<file path="src/rtl/xcls_pkg.sv">
package xcls_pkg;

  typedef enum logic [2:0] {
    CLS_EMPTY  = 3'd0,
    CLS_ZERO   = 3'd1,
    CLS_NAN    = 3'd2,
    CLS_UNSUP  = 3'd3,
    CLS_INF    = 3'd4,
    CLS_DENORM = 3'd5,
    CLS_NORMAL = 3'd6
  } valClass_t;

  // Strobes from control to datapath
  typedef struct packed {
    logic capture;    // load a new result this cycle
    logic markEmpty;  // override decode with the empty class
  } ctrlStrobe_t;

  // Condition code {C3, C2, C1, C0} for a class and a sign
  function automatic logic [3:0] codeOf(valClass_t cls, logic sgn);
    logic c3, c2, c0;
    case (cls)
      CLS_EMPTY:  begin c3 = 1'b1; c2 = 1'b0; c0 = 1'b1; end
      CLS_ZERO:   begin c3 = 1'b1; c2 = 1'b0; c0 = 1'b0; end
      CLS_NAN:    begin c3 = 1'b0; c2 = 1'b0; c0 = 1'b1; end
      CLS_INF:    begin c3 = 1'b0; c2 = 1'b1; c0 = 1'b1; end
      CLS_DENORM: begin c3 = 1'b1; c2 = 1'b1; c0 = 1'b0; end
      CLS_NORMAL: begin c3 = 1'b0; c2 = 1'b1; c0 = 1'b0; end
      default:    begin c3 = 1'b0; c2 = 1'b0; c0 = 1'b0; end
    endcase
    return {c3, c2, sgn, c0};
  endfunction

endpackage

</file>
<file path="src/rtl/xcls_ctrl.sv">
module xcls_ctrl
  import xcls_pkg::*;
(
  input  logic        clk,
  input  logic        rstN,
  input  logic        inValid,
  input  logic        inEmpty,
  output ctrlStrobe_t strobe,
  output logic        outDone
);

  logic doneQ;

  always_comb begin
    strobe.capture   = inValid;
    strobe.markEmpty = inValid & inEmpty;
  end

  always_ff @(posedge clk) begin
    if (!rstN) doneQ <= 1'b0;
    else       doneQ <= inValid;
  end

  assign outDone = doneQ;

  AST_DONE_FOLLOWS: assert property (@(posedge clk) disable iff (!rstN)
    inValid |=> outDone);
  AST_DONE_DROPS: assert property (@(posedge clk) disable iff (!rstN)
    !inValid |=> !outDone);

endmodule

</file>
<file path="src/rtl/xcls_dpath.sv">
module xcls_dpath
  import xcls_pkg::*;
#(
  parameter int EXP_W = 15,
  parameter int MAN_W = 64
) (
  input  logic                          clk,
  input  logic                          rstN,
  input  ctrlStrobe_t                   strobe,
  input  logic [EXP_W+MAN_W:0]          inValue,
  output logic [3:0]                    outCc
);

  localparam int VAL_W  = 1 + EXP_W + MAN_W;
  localparam int FRAC_W = MAN_W - 1;

  logic              sgn;
  logic [EXP_W-1:0]  expo;
  logic              intBit;
  logic [FRAC_W-1:0] frac;
  logic              expZero, expOnes, fracZero;
  valClass_t         decCls;
  valClass_t         selCls;
  logic [3:0]        ccQ;

  assign sgn    = inValue[VAL_W-1];
  assign expo   = inValue[VAL_W-2 -: EXP_W];
  assign intBit = inValue[MAN_W-1];
  assign frac   = inValue[FRAC_W-1:0];

  assign expZero  = (expo == '0);
  assign expOnes  = &expo;
  assign fracZero = (frac == '0);

  always_comb begin
    if (expZero) begin
      decCls = (!intBit && fracZero) ? CLS_ZERO : CLS_DENORM;
    end else if (!intBit) begin
      decCls = CLS_UNSUP;
    end else if (expOnes) begin
      decCls = fracZero ? CLS_INF : CLS_NAN;
    end else begin
      decCls = CLS_NORMAL;
    end
  end

  assign selCls = strobe.markEmpty ? CLS_EMPTY : decCls;

  always_ff @(posedge clk) begin
    if (!rstN)              ccQ <= 4'b0000;
    else if (strobe.capture) ccQ <= codeOf(selCls, sgn);
  end

  assign outCc = ccQ;

  AST_HOLD_IDLE: assert property (@(posedge clk) disable iff (!rstN)
    !strobe.capture |=> $stable(outCc));
  AST_SIGN_C1: assert property (@(posedge clk) disable iff (!rstN)
    strobe.capture |=> (outCc[1] == $past(inValue[VAL_W-1])));
  AST_EMPTY_WINS: assert property (@(posedge clk) disable iff (!rstN)
    strobe.markEmpty |=> (outCc[3] && !outCc[2] && outCc[0]));
  AST_UNSUP_CODE: assert property (@(posedge clk) disable iff (!rstN)
    (strobe.capture && !strobe.markEmpty && (inValue[VAL_W-2 -: EXP_W] != '0)
     && !inValue[MAN_W-1]) |=> (!outCc[3] && !outCc[2] && !outCc[0]));
  AST_ZERO_CODE: assert property (@(posedge clk) disable iff (!rstN)
    (strobe.capture && !strobe.markEmpty && (inValue[VAL_W-2:0] == '0))
    |=> (outCc[3] && !outCc[2] && !outCc[0]));

endmodule

</file>
<file path="src/rtl/xcls_top.sv">
module xcls_top
  import xcls_pkg::*;
#(
  parameter int EXP_W = 15,
  parameter int MAN_W = 64
) (
  input  logic                 clk,
  input  logic                 rstN,
  input  logic                 inValid,
  input  logic [EXP_W+MAN_W:0] inValue,
  input  logic                 inEmpty,
  output logic [3:0]           outCc,
  output logic                 outDone
);

  ctrlStrobe_t strobe;

  xcls_ctrl u_ctrl (
    .clk     (clk),
    .rstN    (rstN),
    .inValid (inValid),
    .inEmpty (inEmpty),
    .strobe  (strobe),
    .outDone (outDone)
  );

  xcls_dpath #(.EXP_W(EXP_W), .MAN_W(MAN_W)) u_dpath (
    .clk     (clk),
    .rstN    (rstN),
    .strobe  (strobe),
    .inValue (inValue),
    .outCc   (outCc)
  );

  AST_RESET_QUIET: assert property (@(posedge clk)
    !rstN |=> (outCc == 4'b0000 && !outDone));

endmodule

</file>
<file path="config.mk">
export PLATFORM = sky130hd
export DESIGN_NAME = xcls_top
export DESIGN_NICKNAME = d
export VERILOG_FILES = /design/src/rtl/xcls_pkg.sv /design/src/rtl/xcls_ctrl.sv /design/src/rtl/xcls_dpath.sv /design/src/rtl/xcls_top.sv
export SDC_FILE = /design/constraint.sdc
export NUM_CORES = 1
export LEC_CHECK = 0
export BUFFER_PORTS_ARGS = -buffer_cell sky130_fd_sc_hd__buf_2
export CAP_MARGIN = 30
export CELL_PAD_IN_SITES_DETAIL_PLACEMENT = 0
export CELL_PAD_IN_SITES_GLOBAL_PLACEMENT = 1
export CORE_AREA = 10 10 70 72
export CTS_CLUSTER_DIAMETER = 120
export DETAILED_ROUTE_END_ITERATION = 10
export DIE_AREA = 0 0 80 82
export PLACE_DENSITY = 0.85
export SLEW_MARGIN = 5
export SYNTH_ARGS = -nofsm -noshare
export SYNTH_HDL_FRONTEND = slang
export SYNTH_HIERARCHICAL = 1
export SYNTH_SLANG_ARGS = --single-unit
</file>
<file path="constraint.sdc">
create_clock -name clk -period 2.6 [get_ports clk]
set_input_delay 0.65 -clock clk [delete_from_list [all_inputs] [get_ports clk]]
set_output_delay 0.65 -clock clk [all_outputs]
set_load 0.01 [all_outputs]
</file>
* After elaboration in Yosys (flattened, before gate mapping) *
Cells that the tools add are included.
Widths: inputs -> output; s select.

cells by class
  add/subtract/negate cells = 0
  multiply operators = 0
  divide/modulo/power cells = 0
  magnitude comparators = 0
  equality and inequality tests = 5
  shift operators = 0
  muxes and demuxes = 9
  bitwise gates (word level) = 1
  reduce and logical (&&, ||, !) cells = 9

operators with widths
  kind                count
  $logic_not 63->1    1
  $mux 3              6
  $logic_not 15->1    1
  $reduce_and 15->1   1
  $eq 3x3->1 const B  3
  $reduce_or 3->1     3
  $eq 3x1->1 const B  1
  $eq 3x2->1 const B  1
  $logic_not 3->1     1
  $mux 1              3
  $and 1x1->1         1
  $logic_and 1x1->1   1
  $logic_not 1->1     1

word-level totals
  register bits = 5
  latch bits = 0
  RAM bits = 0
  memory bits (read-only) = 0
  memories kept = 0

* Logic depth before layout (Yosys ltp) *
Gate-level depths: netlist (run 1).

  depth in word-level cells = 9
  gate-level depth with buffers = 5
  depth with buffers taken out = 5

* Hierarchy *
The synthesis (run 1) kept the hierarchy.

modules (own cells, without submodules)
  module      instances  cells an instance  area an instance (um2)
  xcls_dpath  1          51                 364.1
  xcls_ctrl   1          4                  40.0

* Worst setup path before layout (run 1) *
No wires, ideal clock.

  path kind = input to register
  from = input inValue[53]
  to = register u_dpath.ccQ[2], in the netlist u_dpath/outCc[2]
  library setup time = 59 ps
  arrival time = 1,998 ps
  data required time = 2,541 ps
  slack = 543 ps
  stages on the path = 5
  path buffers = 0
  cell sequence = nor4_1 -> nand4_1 -> or4_1 -> a2111oi_0 -> nand2b_1

on the way
  cells in the longest elaborated chain, start to end = 9

RTL lines
  item                         RTL line          RTL
  start: declaration           xcls_top.sv:10    input logic [EXP_W+MAN_W:0] inValue,
  $logic_not 63->1 *           xcls_dpath.sv:33  assign fracZero = (frac == '0);
  $mux 3                       xcls_dpath.sv:41  decCls = fracZero ? CLS_INF : CLS_NAN;
  $mux 3                       xcls_dpath.sv:40  end else if (expOnes) begin
  $mux 3                       xcls_dpath.sv:38  end else if (!intBit) begin
  $mux 3 *                     xcls_dpath.sv:36  if (expZero) begin
  $mux 3 *                     xcls_dpath.sv:47  assign selCls = strobe.markEmpty ? CLS_EMPTY : decCls;
  $eq 3x3->1                   xcls_pkg.sv:22    case (cls)
  $reduce_or 3->1 (no line) *  -
  $mux 1 *                     xcls_pkg.sv:22
  end signal: assignment       xcls_dpath.sv:51  else if (strobe.capture) ccQ <= codeOf(selCls, sgn);
  end: declaration             xcls_dpath.sv:24  logic [3:0] ccQ;

Mark *: on every way between the ends. The rest lies on a longest branch, timed or not.
A chain may end at the register's enable or synchronous reset.

* Final worst setup path (run 1) *
  from = input inValue[38]
  to = register u_dpath.ccQ[2], in the netlist u_dpath/outCc[2]

The elaborated chain is that of the path after synthesis.

==> results of run 1 <==
## synthesized netlist by cell type
library cell | count | area [um^2]
nand2b_1 | 1 | 6.260
nor4_2 | 1 | 12.51
nor4_1 | 18 | 112.6
nand3_1 | 1 | 5.000
nand4_1 | 8 | 50.05
dfxtp_1 | 5 | 100.1
or4_1 | 1 | 7.510
mux2i_1 | 1 | 10.01
inv_1 | 2 | 7.510
nor2_1 | 1 | 3.750
nand2_1 | 2 | 7.510
a2111oi_0 | 1 | 8.760
o21ai_0 | 2 | 10.01
nor2b_1 | 1 | 6.260
buf_4 | 1 | 7.510
a21oi_1 | 3 | 15.01
a31oi_1 | 1 | 6.260
and2_1 | 2 | 12.51
nor3_1 | 3 | 15.01
## sequential cells by signal (all words and copies together), names as in the netlist
signal and flops:
u_dpath/outCc 4, u_ctrl/outDone 1
## routing by layer
| layer | vias up | GRT usage (%) |
|---|---|---|
| li1 | 416 | - |
| met1 | 350 | 7.183 |
| met2 | 58 | 12.76 |
| met3 | 2 | 5.131 |
| met4 | 0 | 4.754 |
| met5 | - | 0 |
## worst paths after layout
path                                                       to  slack (ns)
worst max register to register  u_dpath/outCc[2]$_SDFFE_PN0P_        1.92
worst min-delay path            u_dpath/outCc[0]$_SDFFE_PN0P_        0.52
worst min register to register  u_dpath/outCc[0]$_SDFFE_PN0P_        0.52
worst max-delay path            u_dpath/outCc[2]$_SDFFE_PN0P_        0.47
## where the power goes
part	internal (mW)	switching [mW]
Combinational	0.0550	0.0332
Clock	0.0582	0.0340
Sequential	0.0814	0.00158
Total	0.195	0.0689
## worst register-to-register path, delay by kind of cell (launching register included)
kind / cells / cell delay [ns]
AO/OA/AOI/OAI: 1 / 0.11
flip-flops: 1 / 0.30
AND/OR/NAND/NOR: 3 / 0.16
## cell type report
type	count	area, um^2
fill	426	2655
timing repair buffer	88	440.4
multi-input combinational	47	289.0
sequential	5	100.1
tap	48	60.06
clock buffer	4	26.28
inverter	2	7.507
## cell families (layout without fill, tap and decap cells)
family | after synthesis | count (layout) | share of synthesized area (%)
muxes | 1 | 1 | 2.477
buffers and inverters | 3 | 94 | 3.717
and+or+nand+nor | 39 | 39 | 59.13
DFF | 5 | 5 | 24.77
AOI/OAI and AO/OA | 7 | 7 | 9.908
## through the flow
step | cell area [um^2] | hold slack, ns
final | 923.4 | 0.5228
after global routing | 923.4 | 0.5578
after CTS | 923.4 | 0.5281
after detailed placement | 897.1 | 0.5150
after global placement | 897.1 | 0.4963
after floorplan | 404.1 | 0.5383
==> summary.txt, run 1 <==
Run status
  – Outcome: finished, final reports clean

Job
  – Max cap viols: 0

Placed design
  – RePlAce Congestion: slightly below 0.7
  – # port buffers: 88
  – Cells after DPL: 190
  – Dpl ws: 0.1302 ns
  – Post-detail-place hpwl: roughly 2500 um

STA
  – Slew @ Worst Pin: 0.3558 ns
  – Post-Route Skew: 0 ns
  – Final Setup Violations: 0
  – Slew headroom: between 70 and 80%
  – Max Freq: roughly 470 MHz
  – Setup TNS: 0 ns
  – RSZ-0062 raised after global routing: false
  – Hold Violations, Final: 0
  – Slew Viols, Final: 0
  – Period utilisation layout: between 80% and 90%
  – Fin crit period: 2.132 ns
  – Setup WS post-layout: ~0.47 ns

CTS
  – H-tree depth: 1
  – # resized after CTS: 0
  – Post-CTS setup buffer count: 0
  – Worst skew pair latency: around 0.24 ns
  – Worst-path clk slew: about 0.050 ns
  – TritonCTS buffer count: 3
  – CTS tree: done
  – Max Root-Sink Buffers: 2
  – Clock sinks: 5
  – Clk root buf: clkbuf_4
  – # hold bufs at CTS: 0

Critical path
  – Critical path depth: 6
  – Critical Path End Type: flip-flop
  – Worst Path Buf+Inv: 1
  – Worst setup SP type: primary input
  – Reg2Reg Depth: 4
  – Worst path slowest cell: or4_1
  – Cell Chain, Critical Path: buf_2 > nor4_1 > nand4_1 > or4_1 > a2111oi_0 > nand2b_1
  – Setup Crit Path Kind: primary input to flip-flop
  – Crit path from: inValue[38]
  – Cell family with the largest share of critical-path delay: simple AND/OR/NAND/NOR gates
  – CP max FO: 2
  – CP arrival: around 2.3 ns
  – Worst path required time: roughly 2.8 ns
  – Critical R2R Launch: u_dpath/outCc[2]$_SDFFE_PN0P_
  – Highest cell delay on the worst timing path: slightly below 0.6 ns

Floorplan
  – Width of the die: 80 um
  – Row count: 22
  – Starting Density: 11.29%
  – Core area: 3578 um^2
  – Chip height: 82 um
  – Die area: roughly 6600 um^2
  – I/O pin cnt: about 90

Layout
  – Cell Count, Final, Fillers Out: between 150 and 200
  – # diodes: 0
  – Nets: 231
  – Commonest non-fill, non-tap cell in the layout: buf_2
  – Most frequent cells in the layout: buf_2 (88), nor4_1 (18), nand4_1 (8)
  – Synth-to-layout area growth: 128.5%
  – Fin util: roughly a quarter
  – Share of cells above drive strength 1: between 60% and 70%

Pwr
  – Tot Pwr: approximately 0.26 mW
  – Maximum resistive drop on vdd: 0.06965 mV
  – Pleak: 0.4616 nW
  – PD cells: approximately 290 nW/um^2

Detailed routing
  – Total routed wirelength: approximately 2600 um
  – Vias post-DR: slightly above 800
  – Vias per cell: approximately 4.3
  – DRT met1 WL: 919 um
  – Initial drt markers: 10
  – Final ANT Viol Nets: 0
  – WL/cell: 13.35 um
  – Residual DRC: 0
  – Top layer in use: met4
  – Met2 wire len: 1251 um
  – Routed met3 length: roughly 390 um
  – First drt pass iteration count: 4

GRT
  – First-pass GRT wire length: 4022 um
  – Total gr overflow: 0
  – Initial antenna violation count: 0
  – Total global-route track usage: roughly 7.8%
  – Number of global-route vias before repair: 991
  – Largest net degree at the start of global routing: 10

Min path
  – Hold path startpoint: u_dpath/outCc[0]$_SDFFE_PN0P_
  – Hold/Removal Path Class: flip-flop to flip-flop
  – Hold path cells: 2

Logic synthesis
  – Post-Syn Nets: approximately 140
  – Synth warn: 6
  – Synthesized cell area: 404.1 um^2
  – Netlist cell types: 19
  – Post-synthesis register bit count: 5
  – Seq/Total Area, Yosys: 24.77%
  – Avg Inst Size Synth: 7.348 um^2
  – Mapped Cells: 55
No activity file was read; power rests on OpenSTA's default activity.
==> run 2, diff against run 1 <==
Clock period 2.6 ns to 2.2 ns, I/O delays scaled along.
==> summary.txt, run 2 (synthesis gave the netlist of run 1 again) <==
Floorplan
  – Core area: approximately 3600 um^2
  – Chip height: approximately 82 um
  – Die area: about 6600 um^2
  – Width of the die: approximately 80 um
  – I/O pin cnt: 89
  – Starting Density: between 10% and 20%
  – Row count: 22

Placed design
  – # port buffers: between 80 and 90
  – RePlAce Congestion: 0.6773
  – Placed Area: between 800 and 900 um^2
  – Cells after DPL: 190
  – Post-detail-place hpwl: ~2500 um

Critical path
  – R2R Setup Slk: roughly 1.5 ns
  – Worst setup SP type: primary input
  – Critical Path End Type: flip-flop
  – Reg2Reg Depth: 4
  – Critical R2R Launch: u_dpath/outCc[2]$_SDFFE_PN0P_
  – Worst path required time: between 2 and 2.5 ns
  – Crit path from: inValue[1]
  – Crit Reg-Reg Endpoint: u_dpath/outCc[2]$_SDFFE_PN0P_
  – Setup Crit Path Kind: primary input to flip-flop
  – CP arrival: approximately 2.2 ns
  – CP max FO: 2

STA
  – Final Setup Violations: 0
  – Max Freq: between 400 and 500 MHz
  – Hold Violations, Final: 0
  – Slew headroom: between 70% and 80%
  – RSZ-0062 raised after global routing: false
  – Post-Route Skew: 0 ns
  – Fin Hold WS: a little over 0.5 ns
  – Period utilisation layout: 92.67%
  – Fin crit period: just over 2 ns
  – Slew Viols, Final: 0
  – Slew @ Worst Pin: approximately 0.35 ns
  – Setup TNS: 0 ns

CTS
  – Clock sinks: 5
  – TritonCTS buffer count: 3
  – CTS tree: done
  – H-tree depth: 1
  – Worst skew pair latency: 0.24 ns
  – Max Root-Sink Buffers: 2
  – Clk root buf: clkbuf_4
  – Worst-path clk slew: around 0.050 ns

Min path
  – Hold path startpoint: u_dpath/outCc[1]$_SDFFE_PN0P_
  – Hold Crit Endpoint: u_dpath/outCc[1]$_SDFFE_PN0P_
  – Hold path cells: 2
  – Hold/Removal Path Class: flip-flop to flip-flop

Pwr
  – PD cells: 335.5 nW/um^2
  – Combinational share of power: 33.7%
  – Maximum resistive drop on vdd: around 0.084 mV
  – Switch share: 26.18%
  – Int Power: roughly 0.23 mW
  – Pleak: 0.4620 nW
  – Net Sw Power: 0.08165 mW
  – Sequential Power Share: between 30% and 40%
  – Clk pwr share: a little over a third

GRT
  – Total global-route track usage: under 10%
  – Total gr overflow: 0
  – Initial antenna violation count: 0
  – First-pass GRT wire length: roughly 3800 um
  – Number of global-route vias before repair: between 900 and 1,000
  – Largest net degree at the start of global routing: 10

Detailed routing
  – Vias per cell: 4.299
  – First drt pass iteration count: 2
  – Final ANT Viol Nets: 0
  – Vias post-DR: between 800 and 900
  – Residual DRC: 0
  – Initial drt markers: 16
  – Total routed wirelength: roughly 2600 um
  – WL/cell: between 10 and 15 um

Layout
  – Cell Count, Final, Fillers Out: 194
  – # diodes: 0
  – Commonest non-fill, non-tap cell in the layout: buf_2
  – Most frequent cells in the layout: buf_2 (88), nor4_1 (17), nand4_1 (8)
  – Synth-to-layout area growth: 130.0%
  – Final Instance Area: 929.6 um^2
  – Max FFs per register: 4
  – Nets: approximately 230
  – Share of cells above drive strength 1: between 60% and 70%

Run status
  – Outcome: finished, final reports clean

Job
  – Max cap viols: 0
[run 2: per-layer routing]
metal	GRT usage [%]	vias up	routed length (um)	share of wire (%)
met5	0	-	0	0
li1	-	414	-	-
met2	12.28	60	1242	48
met1	6.935	356	926	36
met4	4.754	0	43	1.7
met3	4.585	4	382	15
[run 2: worst max-delay path by stage]
| stage | endpoint | slack [ns] | depth (start not counted) |
|---|---|---|---|
| after detailed placement | u_dpath/outCc[2]$_SDFFE_PN0P_ | -0.19 | 6 |
| after global routing | u_dpath/outCc[2]$_SDFFE_PN0P_ | 0.02 | 6 |
| after global placement | u_dpath/outCc[2]$_SDFFE_PN0P_ | -0.11 | 6 |
| after floorplan | u_dpath/outCc[2]$_SDFFE_PN0P_ | 0.24 | 5 |
| final | u_dpath/outCc[2]$_SDFFE_PN0P_ | 0.16 | 6 |
| after CTS | u_dpath/outCc[2]$_SDFFE_PN0P_ | 0.07 | 6 |
[run 2: final cells by class]
class / instances / area, um^2
Fill cell: 422 / 2649
Timing Repair Buffer: 88 / 440.4
Multi-Input combinational cell: 47 / 295.3
Sequential cell: 5 / 100.1
Tap cell: 48 / 60.06
Clock buffer: 4 / 26.28
Inverter: 2 / 7.507
[run 2: what timing repair did]
item | 4_1_cts | 5_1_grt
setup endpoints to repair | 0 | 1
hold endpoints to repair | 0 | 0
hold buffers | 0 | 0
buffers inserted | 0 | 0
resized for setup | 0 | 1
[run 2: worst max-delay path, stage by stage]
cell and delay (ns):
buf_2 0.09, nor4_1 0.33, nand4_1 0.12, or4_1 0.58
a2111oi_0 0.40, nand2b_1 0.15
[run 2: metrics by stage]
stage / power (mW) / worst slack [ns] / util [%]
after global routing: 0.3402 / 0.01700 / 25.98
after floorplan: 0.1219 / 0.2429 / -
final: 0.3119 / 0.1612 / 25.98
after global placement: 0.2039 / -0.1077 / 25.07
after detailed placement: 0.2060 / -0.1897 / 25.07
after CTS: 0.3183 / 0.06678 / 25.80
[run 2: power groups by stage]
stage | combinational, mW | sequential, mW | clock, mW
after floorplan | 0.0192 | 0.103 | 0
after global placement | 0.104 | 0.0997 | 0
after detailed placement | 0.106 | 0.100 | 0
after CTS | 0.106 | 0.0983 | 0.114
after global routing | 0.118 | 0.0989 | 0.123
final | 0.105 | 0.0983 | 0.109
==> run 3, diff against run 2 <==
Settings changed: CORE_AREA 10 10 70 72 to 2 2 62 64, DIE_AREA 0 0 80 82 to 0 0 64 66.
==> summary.txt, run 3 (synthesis gave the netlist of run 1 again) <==
Placed design
  – Post-detail-place hpwl: approximately 1800 um
  – Dpl ws: -0.09645 ns
  – RePlAce Congestion: approximately 0.76
  – Cells after DPL: around 190
  – # port buffers: slightly below 90

Critical path
  – Worst path slowest cell: or4_1
  – Critical Path End Type: flip-flop
  – CP arrival: between 2 and 2.5 ns
  – Highest cell delay on the worst timing path: ~0.53 ns
  – Worst setup SP type: primary input
  – Worst path required time: 2.38 ns
  – Worst Path Buf+Inv: 2
  – Cell Chain, Critical Path: buf_2 > nor4_1 > buf_4 > nand4_1 > or4_1 > a2111oi_0 > nand2b_1
  – R2R Setup Slk: approximately 1.5 ns
  – Setup Crit Path Kind: primary input to flip-flop
  – CP max FO: 2
  – Cell family with the largest share of critical-path delay: simple AND/OR/NAND/NOR gates

Detailed routing
  – WL/cell: just under 10 um
  – Initial drt markers: 4
  – Residual DRC: 0
  – Vias post-DR: slightly above 800
  – Total routed wirelength: about 1900 um
  – Final ANT Viol Nets: 0
  – First drt pass iteration count: 4
  – Vias per cell: 4.251

Pwr
  – Net Sw Power: between 0.07 and 0.08 mW
  – Clk pwr share: between 30% and 40%
  – Sequential Power Share: 31.6%
  – Switch share: 25.75%
  – Combinational share of power: around a third
  – Int Power: 0.2307 mW
  – Pleak: between 0.4 and 0.5 nW
  – Maximum resistive drop on vdd: approximately 0.082 mV
  – PD cells: around 330 nW/um^2
  – Tot Pwr: around 0.31 mW

STA
  – Slew Viols, Final: 0
  – Post-Route Skew: 0 ns
  – Final Setup Violations: 0
  – Fin Hold WS: 0.5091 ns
  – Hold Violations, Final: 0
  – Fin crit period: around 2.0 ns
  – Max Freq: ~500 MHz
  – Setup WS post-layout: 0.1934 ns
  – Period utilisation layout: approximately nine tenths
  – RSZ-0062 raised after global routing: false
  – Slew @ Worst Pin: between 0.3 and 0.4 ns
  – Slew headroom: 75.28%

Floorplan
  – I/O pin cnt: between 80 and 90
  – Core area: about 3600 um^2
  – Starting Density: between 10% and 20%
  – Die area: between 4000 and 5000 um^2
  – Chip height: around 66 um
  – Row count: 22
  – Width of the die: about 64 um

GRT
  – Initial antenna violation count: 0
  – Total global-route track usage: under 10%
  – Number of global-route vias before repair: just over 800
  – Total gr overflow: 0
  – Largest net degree at the start of global routing: 10
  – First-pass GRT wire length: ~3000 um

Layout
  – Max FFs per register: 4
  – Area of the multi-input gates: slightly below 300 um^2
  – # diodes: 0
  – FF/Latch Area: 100.1 um^2
  – Filler cells: 403
  – Cell Count, Final, Fillers Out: about 200
  – Fin util: around a quarter
  – Share of cells above drive strength 1: 63.95%
  – Commonest non-fill, non-tap cell in the layout: buf_2
  – Most frequent cells in the layout: buf_2 (88), nor4_1 (17), nand4_1 (8)
  – Synth-to-layout area growth: 131.9%
  – Nets: about 230

CTS
  – Max Root-Sink Buffers: 2
  – Clk root buf: clkbuf_4
  – # hold bufs at CTS: 0
  – H-tree depth: 1
  – Clock sinks: 5
  – Worst-path clk slew: approximately 0.040 ns
  – TritonCTS buffer count: 3
  – CTS tree: done
  – Worst skew pair latency: 0.24 ns
  – Post-CTS setup buffer count: 0

Run status
  – Outcome: finished, final reports clean

Job
  – Max cap viols: 0

Min path
  – Hold/Removal Path Class: flip-flop to flip-flop
run 3: cell types whose count changed in the layout (fill, tap and decap cells not counted):
| cell | delta |
|---|---|
| buf_4 | +1 |
run 3: final timing paths:
path,endpoint,from,depth (start not counted)
setup reg to reg,u_dpath/outCc[2]$_SDFFE_PN0P_,u_dpath/outCc[2]$_SDFFE_PN0P_,4
setup / recovery,u_dpath/outCc[2]$_SDFFE_PN0P_,inValue[6],7
hold reg to reg,u_dpath/outCc[1]$_SDFFE_PN0P_,u_dpath/outCc[1]$_SDFFE_PN0P_,2
hold / removal,u_dpath/outCc[1]$_SDFFE_PN0P_,u_dpath/outCc[1]$_SDFFE_PN0P_,2
run 3: area by class of cell:
class,instances,area share [%]
Inverter,2,0.8011
Timing Repair Buffer,89,47.80
Clock buffer,4,2.804
Sequential cell,5,10.68
Tap cell,48,6.409
Multi-Input combinational cell,47,31.51
run 3: what timing repair did:
action | CTS | global route
endpoints found under the setup margin | 0 | 1
gates resized for setup | 0 | 1
endpoints found under the hold margin | 0 | 0
run 3: layer usage:
layer	up-vias	share of wire [%]	GRT usage [%]
li1	416	-	-
met1	350	34	8.998
met2	61	52	18.36
met3	2	13	1.193
met4	0	1.2	4.891
met5	-	0	0
run 3: tightest hold or removal path: stages, from the launching register on:
cell	delay [ns]
dfxtp_1	0.32
mux2i_1	0.06
nor2b_1	0.09
run 3: power groups by stage:
stage | Clock, mW | Combinational [mW] | Sequential [mW]
after global routing | 0.118 | 0.120 | 0.0987
after floorplan | 0 | 0.0192 | 0.103
final | 0.105 | 0.107 | 0.0982
after detailed placement | 0 | 0.107 | 0.0999
after global placement | 0 | 0.106 | 0.0997
after CTS | 0.112 | 0.108 | 0.0982
run 3: stage by stage:
stage,instance area [um^2],setup TNS (ns)
3_5_place_dp,904.6,-0.09645
5_1_grt,937.1,0
3_3_place_gp,904.6,-0.09342
2_1_floorplan,404.1,0
4_1_cts,930.9,0
6_report,937.1,0
